===== src/rtl/irqc_pkg.sv =====
package irqc_pkg;

    localparam int RA_MASTER = 0;
    localparam int RA_EN_BASE = 1;

    typedef enum logic [0:0] {
        RQ_IDLE   = 1'b0,
        RQ_ACTIVE = 1'b1
    } req_state_e;

    typedef enum logic [0:0] {
        HS_RUN  = 1'b0,
        HS_HALT = 1'b1
    } halt_state_e;

endpackage


===== src/rtl/irqc_regs.sv =====
module irqc_regs
    import irqc_pkg::*;
#(
    parameter int NUM_SRC = 32,
    parameter int HALF_W  = 16,
    parameter int ADDR_W  = 3
) (
    input  logic               clk,
    input  logic               rst_n,
    input  logic [NUM_SRC-1:0] src_i,
    input  logic               wr_en,
    input  logic [ADDR_W-1:0]  wr_addr,
    input  logic [HALF_W-1:0]  wr_data,
    input  logic [ADDR_W-1:0]  rd_addr,
    output logic [HALF_W-1:0]  rd_data,
    output logic               ime_q,
    output logic [NUM_SRC-1:0] en_q,
    output logic [NUM_SRC-1:0] pend_q,
    output logic               ime_nxt,
    output logic [NUM_SRC-1:0] en_nxt,
    output logic [NUM_SRC-1:0] pend_nxt
);

    localparam int NUM_HALVES = NUM_SRC / HALF_W;
    localparam int PEND_BASE  = RA_EN_BASE + NUM_HALVES;
    localparam int LAST_ADDR  = PEND_BASE + NUM_HALVES - 1;

    logic [NUM_SRC-1:0] clr_mask;

    assign ime_nxt = (wr_en && wr_addr == ADDR_W'(RA_MASTER)) ? wr_data[0] : ime_q;

    for (genvar h = 0; h < NUM_HALVES; h++) begin : g_half
        logic en_we;
        logic pend_we;
        assign en_we   = wr_en && (wr_addr == ADDR_W'(RA_EN_BASE + h));
        assign pend_we = wr_en && (wr_addr == ADDR_W'(PEND_BASE + h));
        assign en_nxt[h*HALF_W +: HALF_W]   = en_we ? wr_data : en_q[h*HALF_W +: HALF_W];
        assign clr_mask[h*HALF_W +: HALF_W] = pend_we ? wr_data : '0;
    end

    // a raise pulse outranks a clear of the same bit
    assign pend_nxt = (pend_q & ~clr_mask) | src_i;

    always_ff @(posedge clk or negedge rst_n) begin
        if (!rst_n) begin
            ime_q  <= 1'b0;
            en_q   <= '0;
            pend_q <= '0;
        end else begin
            ime_q  <= ime_nxt;
            en_q   <= en_nxt;
            pend_q <= pend_nxt;
        end
    end

    always_comb begin
        rd_data = '0;
        if (rd_addr == ADDR_W'(RA_MASTER)) begin
            rd_data[0] = ime_q;
        end
        for (int h = 0; h < NUM_HALVES; h++) begin
            if (rd_addr == ADDR_W'(RA_EN_BASE + h)) begin
                rd_data = en_q[h*HALF_W +: HALF_W];
            end
            if (rd_addr == ADDR_W'(PEND_BASE + h)) begin
                rd_data = pend_q[h*HALF_W +: HALF_W];
            end
        end
    end

    AST_PEND_SET: assert property (@(posedge clk) disable iff (!rst_n)
        (|src_i) |=> ((pend_q & $past(src_i)) == $past(src_i)));

    AST_PEND_W1C: assert property (@(posedge clk) disable iff (!rst_n)
        1'b1 |=> ((($past(pend_q) & ~pend_q) & ~$past(clr_mask)) == '0));

    AST_SET_BEATS_CLEAR: assert property (@(posedge clk) disable iff (!rst_n)
        (|(src_i & clr_mask)) |=> ((pend_q & $past(src_i & clr_mask)) == $past(src_i & clr_mask)));

    AST_BAD_ADDR_NO_WRITE: assert property (@(posedge clk) disable iff (!rst_n)
        (wr_en && wr_addr > ADDR_W'(LAST_ADDR)) |=> ($stable(en_q) && $stable(ime_q)));

endmodule


===== src/rtl/irqc_req_fsm.sv =====
module irqc_req_fsm
    import irqc_pkg::*;
#(
    parameter int NUM_SRC = 32
) (
    input  logic               clk,
    input  logic               rst_n,
    input  logic               ime_nxt,
    input  logic [NUM_SRC-1:0] en_nxt,
    input  logic [NUM_SRC-1:0] pend_nxt,
    input  logic               ime_q,
    input  logic [NUM_SRC-1:0] en_q,
    input  logic [NUM_SRC-1:0] pend_q,
    input  logic               cpu_irq_dis,
    output logic               irq_req,
    output logic               irq_out
);

    req_state_e state_q;
    req_state_e state_d;
    logic       want;

    assign want = ime_nxt && (|(en_nxt & pend_nxt));

    always_comb begin
        state_d = state_q;
        unique case (state_q)
            RQ_IDLE:   if (want)  state_d = RQ_ACTIVE;  // raise
            RQ_ACTIVE: if (!want) state_d = RQ_IDLE;    // drop
        endcase
    end

    always_ff @(posedge clk or negedge rst_n) begin
        if (!rst_n) state_q <= RQ_IDLE;
        else        state_q <= state_d;
    end

    always_comb begin
        irq_req = (state_q == RQ_ACTIVE);
        irq_out = irq_req && !cpu_irq_dis;
    end

    AST_REQ_CAUSE: assert property (@(posedge clk) disable iff (!rst_n)
        irq_req |-> (ime_q && (|(en_q & pend_q))));

    AST_REQ_DROP: assert property (@(posedge clk) disable iff (!rst_n)
        (!ime_q || ((en_q & pend_q) == '0)) |-> !irq_req);

    AST_HOLD_MASKED: assert property (@(posedge clk) disable iff (!rst_n)
        cpu_irq_dis |-> !irq_out);

endmodule


===== src/rtl/irqc_halt_fsm.sv =====
module irqc_halt_fsm
    import irqc_pkg::*;
#(
    parameter int NUM_SRC = 32
) (
    input  logic               clk,
    input  logic               rst_n,
    input  logic               halt_req,
    input  logic [NUM_SRC-1:0] src_i,
    input  logic [NUM_SRC-1:0] en_q,
    output logic               halted,
    output logic               wake
);

    halt_state_e state_q;
    halt_state_e state_d;
    logic        wake_cond;
    logic        wake_q;

    // wake depends on the per-source enable only
    assign wake_cond = |(src_i & en_q);

    always_comb begin
        state_d = state_q;
        unique case (state_q)
            HS_RUN:  if (halt_req)  state_d = HS_HALT;  // enter
            HS_HALT: if (wake_cond) state_d = HS_RUN;   // wake
        endcase
    end

    always_ff @(posedge clk or negedge rst_n) begin
        if (!rst_n) begin
            state_q <= HS_RUN;
            wake_q  <= 1'b0;
        end else begin
            state_q <= state_d;
            wake_q  <= (state_q == HS_HALT) && wake_cond;
        end
    end

    always_comb begin
        halted = (state_q == HS_HALT);
        wake   = wake_q;
    end

    AST_HALT_ENTRY: assert property (@(posedge clk) disable iff (!rst_n)
        $rose(halted) |-> $past(halt_req));

    AST_WAKE_FROM_HALT: assert property (@(posedge clk) disable iff (!rst_n)
        wake |-> ($past(halted) && !halted));

    AST_QUIET_SOURCE: assert property (@(posedge clk) disable iff (!rst_n)
        (halted && ((src_i & en_q) == '0)) |=> halted);

endmodule


===== src/rtl/irqc_top.sv =====
module irqc_top
    import irqc_pkg::*;
#(
    parameter int NUM_SRC = 32,
    parameter int HALF_W  = 16,
    parameter int ADDR_W  = 3
) (
    input  logic               clk,
    input  logic               rst_n,
    input  logic [NUM_SRC-1:0] src_i,
    input  logic               wr_en,
    input  logic [ADDR_W-1:0]  wr_addr,
    input  logic [HALF_W-1:0]  wr_data,
    input  logic [ADDR_W-1:0]  rd_addr,
    output logic [HALF_W-1:0]  rd_data,
    input  logic               cpu_irq_dis,
    input  logic               halt_req,
    output logic               irq_req,
    output logic               irq_out,
    output logic               halted,
    output logic               wake
);

    logic               ime_q;
    logic               ime_nxt;
    logic [NUM_SRC-1:0] en_q;
    logic [NUM_SRC-1:0] en_nxt;
    logic [NUM_SRC-1:0] pend_q;
    logic [NUM_SRC-1:0] pend_nxt;

    irqc_regs #(
        .NUM_SRC(NUM_SRC),
        .HALF_W (HALF_W),
        .ADDR_W (ADDR_W)
    ) u_regs (
        .clk     (clk),
        .rst_n   (rst_n),
        .src_i   (src_i),
        .wr_en   (wr_en),
        .wr_addr (wr_addr),
        .wr_data (wr_data),
        .rd_addr (rd_addr),
        .rd_data (rd_data),
        .ime_q   (ime_q),
        .en_q    (en_q),
        .pend_q  (pend_q),
        .ime_nxt (ime_nxt),
        .en_nxt  (en_nxt),
        .pend_nxt(pend_nxt)
    );

    irqc_req_fsm #(
        .NUM_SRC(NUM_SRC)
    ) u_req (
        .clk        (clk),
        .rst_n      (rst_n),
        .ime_nxt    (ime_nxt),
        .en_nxt     (en_nxt),
        .pend_nxt   (pend_nxt),
        .ime_q      (ime_q),
        .en_q       (en_q),
        .pend_q     (pend_q),
        .cpu_irq_dis(cpu_irq_dis),
        .irq_req    (irq_req),
        .irq_out    (irq_out)
    );

    irqc_halt_fsm #(
        .NUM_SRC(NUM_SRC)
    ) u_halt (
        .clk     (clk),
        .rst_n   (rst_n),
        .halt_req(halt_req),
        .src_i   (src_i),
        .en_q    (en_q),
        .halted  (halted),
        .wake    (wake)
    );

endmodule


===== config.mk =====
export PLATFORM = sky130hd
export DESIGN_NAME = irqc_top
export DESIGN_NICKNAME = d
export VERILOG_FILES = /design/src/rtl/irqc_pkg.sv /design/src/rtl/irqc_regs.sv /design/src/rtl/irqc_req_fsm.sv /design/src/rtl/irqc_halt_fsm.sv /design/src/rtl/irqc_top.sv
export SDC_FILE = /design/constraint.sdc
export NUM_CORES = 1
export LEC_CHECK = 0
export BUFFER_PORTS_ARGS = -buffer_cell sky130_fd_sc_hd__buf_4
export CAP_MARGIN = 20
export CELL_PAD_IN_SITES_DETAIL_PLACEMENT = 0
export CELL_PAD_IN_SITES_GLOBAL_PLACEMENT = 1
export CORE_UTILIZATION = 39
export CTS_BUF_LIST = sky130_fd_sc_hd__clkbuf_8
export CTS_CLUSTER_DIAMETER = 200
export DETAILED_ROUTE_END_ITERATION = 6
export GPL_ROUTABILITY_DRIVEN = 0
export PLACE_DENSITY_LB_ADDON = 0.1
export REMOVE_ABC_BUFFERS = 1
export SLEW_MARGIN = 20
export SYNTH_ARGS = -nofsm -noshare
export SYNTH_HDL_FRONTEND = slang
export SYNTH_SLANG_ARGS = --single-unit
export TNS_END_PERCENT = 50

===== constraint.sdc =====
create_clock -name clk -period 1.3 [get_ports clk]
set_input_delay 0 -clock clk [delete_from_list [all_inputs] [get_ports clk]]
set_output_delay 0 -clock clk [all_outputs]
set_load 0.05 [all_outputs]

---- Yosys cells after proc, flatten, opt, wreduce, memory -nomap -nowiden ----
Index checks and enable logic that the tools add are counted.
storage, ports and cells
  input bits .............................. 59
  register bits ........................... 68
  word-level logic and storage cells ...... 47
  output and inout bits ................... 20
cells by class
  reduce and logical (&&, ||, !) cells .... 13
  eq/ne operators ......................... 8
  bitwise gates (word level) .............. 6
  muxes and demuxes ....................... 14
operator list
  cell                number
  $mux 16             8
  $and 32x32->32      3
  $reduce_or 32->1    2
  $not 32->32         1
  $or 32x32->32       1
  $eq 3x2->1 const B  4
  $logic_and 1x1->1   8
  $eq 3x1->1 const B  2
  $eq 3x3->1 const B  2
  $logic_not 3->1     2
  $mux 1              5
  $pmux 1 s2          1
  $logic_not 1->1     1
  $not 1->1           1

---- Longest topological paths before layout ----
  word-level depth ........................ 10
  gate-level depth with buffers ........... 8
  mapped depth without buffers ............ 6

---- By module ----
From an unflattened synthesis, not the netlist that was laid out.
unflattened totals
  cells, all modules ...................... 282
  area total of the unflattened synthesis .. 3,413.3 um2
by module, submodules not included
  module         area an instance (um2)  seq. area each (um2)  times used  cells each
  irqc_regs      2,964.1                 1,626.6               1           234
  irqc_halt_fsm  256.5                   50.0                  1           25
  irqc_req_fsm   192.7                   25.0                  1           23

---- Worst setup path before layout ----
No wires, ideal clock.
  path type ............................... input to output
  start ................................... input rd_addr[1]
  end ..................................... output rd_data[0]
  path buffers ............................ 2
  cell stages on the path ................. 5
  slack ................................... -0.347 ns
  data required time ...................... 1.300 ns
  data arrival time ....................... 1.647 ns
  path through ............................ clkbuf_1 -> nor2b_1 -> clkbuf_1 -> a22oi_1 -> o22ai_1
between the ends
  word-level cells in the longest chain between the ends .. 6
  elaborated cells between the ends (all ways) .. 10
  classes of those cells .................. eq/ne: 4; mux: 5; reduce/logical: 1
ends and longest elaborated chain
  element             RTL line         text
  start: declaration  irqc_top.sv:14   input logic [ADDR_W-1:0] rd_addr,
  $logic_not 3->1     irqc_regs.sv:58  if (rd_addr == ADDR_W'(RA_MASTER)) begin
  $mux 1              irqc_regs.sv:58
  $mux 16             irqc_regs.sv:62  if (rd_addr == ADDR_W'(RA_EN_BASE + h)) begin
  $mux 16             irqc_regs.sv:65  if (rd_addr == ADDR_W'(PEND_BASE + h)) begin
  $mux 16             irqc_regs.sv:62
  $mux 16 (*)         irqc_regs.sv:65
  end: declaration    irqc_top.sv:15   output logic [HALF_W-1:0] rd_data,
Mark *: on every way between the ends. The rest lies on a longest branch, timed or not.

---- Final worst setup path ----
  start ................................... register u_regs.en_q[27]
  end ..................................... register u_halt.state_q (netlist: u_halt.halted)
between the ends
  word-level cells in the longest chain between the ends .. 4
ends and longest elaborated chain
  element                   RTL line             text
  start: declaration        irqc_regs.sv:17      output logic [NUM_SRC-1:0] en_q,
  start signal: assignment  irqc_regs.sv:51      en_q <= en_nxt;
  $and 32x32->32            irqc_halt_fsm.sv:21  assign wake_cond = |(src_i & en_q);
  $reduce_or 32->1          irqc_halt_fsm.sv:21
  $mux 1                    irqc_halt_fsm.sv:27  HS_HALT: if (wake_cond) state_d = HS_RUN;
  $pmux 1 s2                irqc_halt_fsm.sv:25  unique case (state_q)
  via u_halt.state_d        irqc_halt_fsm.sv:16  halt_state_e state_d;
  end signal: assignment    irqc_halt_fsm.sv:36  state_q <= state_d;
  end: declaration          irqc_halt_fsm.sv:15  halt_state_e state_q;
The timed path passes the listed nets, and every way through them passes these cells.

==> results_dict.tcl <==
set metrics [dict create \
    power.density_nw_per_um2 1150 \
    fmax_mhz 674 \
    detail-route-antenna-nets 0 \
    seq_area_frac_synth_pct 49.3 \
    layout_worst_path_cycle_share_pct 114 \
    synthCells 309 \
    max_cap_viol_count 0 \
    maxSlewViolCount 0 \
    firstDrtPassIters 5 \
    ys_async_sr_fraction_pct 100 \
    crit_path_start_kind "flip-flop" \
    leakagePower_nw 2.47 \
    fin_skew_ps 7.98 \
    multiInputGateArea_um2 1820 \
    worst-path-max-fanout 3 \
    synth.most_common_cell "dfrtp_1" \
    dp_hpwl_um 8570 \
    io_pins 79 \
    synth_area_per_cell_um2 11.2 \
    synth_cell_types 30 \
    synth-main-ff-cell "dfrtp_1" \
    ir_worst_vdd_v 0.000703 \
    place_worst_setup_slack_ps -580 \
    r2r_cells 6 \
    arrival_ps 1770 \
    setup_ws_ps -184 \
    slowest_stage "dfrtp_1" \
    worst_slew_pin_slew_ps 493 \
    met1_length_um 5430 \
    dieArea_um2 9240 \
    dp.cells 522 \
    relSlewSlack_pct 67.2 \
    grt_max_degree 29 \
    netlist.area_leader.share_pct 49.3 \
    hold_path.class "in2reg" \
    wl_um 12500 \
    synth_area_um2 3450 \
    startpoint "u_regs.en_q[27]" \
    cts_buffers 9 \
    grt_pass1_wl_um 18800 \
    wl_met2_um 6070 \
    die-height_um 96.1 \
    path_common_cell "buf_4" \
    area_delta_synth_final_pct 66.4 \
    worstPathRequired_ps 1580 \
    cts-root-buf "clkbuf_8" \
    vias 3364 \
    fill_cells 667 \
    cts_sinks 68 \
    route.met3.wl_um 671 \
    clk_pin_slew_ps 80 \
    layout.cells.non_filler 608 \
    endpoint_kind "flip-flop" \
    drc 0 \
    setup_viol 14 \
    io_buffer_count 78 \
    outcome "finished with violations" \
    core_area_um2 8380 \
    hold_violations 0 \
    ys_top_cells_by_area "dfrtp_1 49%, a22oi_1 10%, mux2_2 5.9%" \
    grt_use_total_pct 28.7 \
    clk_latency_ps 350 \
    violations "setup timing" \
    drive_gt1_share_pct 44.1 \
    rsz0062_at_grt "true" \
    htree_levels 3 \
    topRoutingLayerUsed "met4" \
    fin_util_pct 68.6 \
    grt_pass1_vias 3443 \
    synth_top_cell_by_area "dfrtp_1" \
    seq_area_um2 1700 \
    gr-total-overflow 0 \
    reg2reg_from "u_regs.en_q[27]" \
    start_util_pct 41.2 \
    synth_edf_count 0 \
    ys_ff_latch 68 \
    die_w_um 96.1 \
    reg2reg_to "u_halt.halted" \
    r2r_slack_ps -180 \
    antennaDiodeCount 0 \
    dr.first_iter.drc_count 163 \
    synth_commonest_cells "68 x dfrtp_1, 46 x a22oi_1, 20 x nand2_1" \
    cts_tree "yes" \
    critPathKind "reg2reg" \
    yosys_warnings 0 \
    wl_per_cell_um 20.5 \
    grt_antenna_before_repair 0 \
    num-nets-final 558 \
    period_needed_ps 1480 \
    floorplan.rows 33 \
    crit_path_end "u_halt.halted" \
    path_cells "a22oi_2 -> buf_4 -> nand4_1 -> nor4_2 -> buf_4 -> mux2_4" \
    cpPeakStageDelay_ps 410 \
    cts_max_path_buffers 2 \
    via_per_inst 5.53 \
]
where the power goes:
| group | switching, mW | internal (mW) |
|---|---|---|
| registers | 0.232 | 2.38 |
| clock network | 0.806 | 1.06 |
| logic | 1.03 | 1.12 |
registers in the layout, indices dropped and copies added, names as in the netlist:
signal and cells:
u_regs.en_q 32, u_regs.pend_q 32, u_halt.halted 1, u_halt.wake 1, u_regs.ime_q 1, u_req.irq_req 1
cell type report:
cell class	instances	share of cell area [%]
inverters	17	1.11
multi-input cells	207	31.7
well taps	105	2.29
flip-flops and latches	68	29.6
clock buffers	9	2.15
clock inverters	6	1.41
repair buffers	196	31.7
per-layer routing:
metal	vias up	GRT usage, %
met4	0	11.3
met1	1667	38.6
met2	127	46.7
met5	-	0
met3	26	3.79
li1	1544	-
through the flow:
stage	hold slack, ps	TNS [ps]	total power, mW	cell area (µm²)
after floorplan	-296	-28680	3.49	3340
after global placement	-32.5	-1030	4.35	4490
after detailed placement	-42.4	-1210	4.37	4490
after CTS	14.4	-720	6.52	5590
after global routing	28.9	-1750	6.92	5750
final	18.3	-837	6.62	5750
worst min-delay path by stage:
stage	startpoint	endpoint	slack (ps)	depth (start not counted)
after global routing	wr_data[4]	u_regs.pend_q[4]	30	3
after detailed placement	rst_n	u_regs.pend_q[6]	-40	1
after CTS	wr_data[4]	u_regs.pend_q[4]	10	3
after floorplan	rst_n	u_halt.halted	-300	0
after global placement	rst_n	u_regs.pend_q[2]	-30	1
final	wr_data[4]	u_regs.pend_q[4]	20	3
critical path, delay by kind of cell, from the launching register on:
| kind | cells | cell delay [ps] |
|---|---|---|
| muxes | 1 | 140 |
| AOI/OAI and AO/OA | 1 | 180 |
| buffers and inverters | 2 | 310 |
| and+or+nand+nor | 2 | 390 |
| DFF | 1 | 410 |
cell families after synthesis:
family                 synth area share, %
AO/OA/AOI/OAI                         19.9
multiplexers                          16.7
AND/OR/NAND/NOR                       9.13
buffers and inverters                 5.00
flip-flops                            49.3
cells in the final DEF (no fill, tap or decap), types with 4 or more instances in the layout:
cell,count
a22oi_1,21
buf_12,6
a22oi_2,25
nand4_1,6
a31oi_2,5
mux2i_1,16
dfrtp_1,68
mux2_4,16
a21o_1,16
nor2b_1,6
o22ai_1,14
dlygate4sd3_1,57
nand2_1,20
buf_4,107
inv_1,18
nor2_1,16
mux2_2,13
a31oi_1,12
buf_6,19
mux2_1,4
clkbuf_8,9
repair_timing:
item	4_1_cts	5_1_grt
buffers inserted	9	1
cloned	2	1
pin swaps	22	15
resized for setup	41	35
endpoints found under the setup margin	16	28
hold buffers	59	0
hold endpoints to repair	113	0
Power figures use the tool's default switching activity.
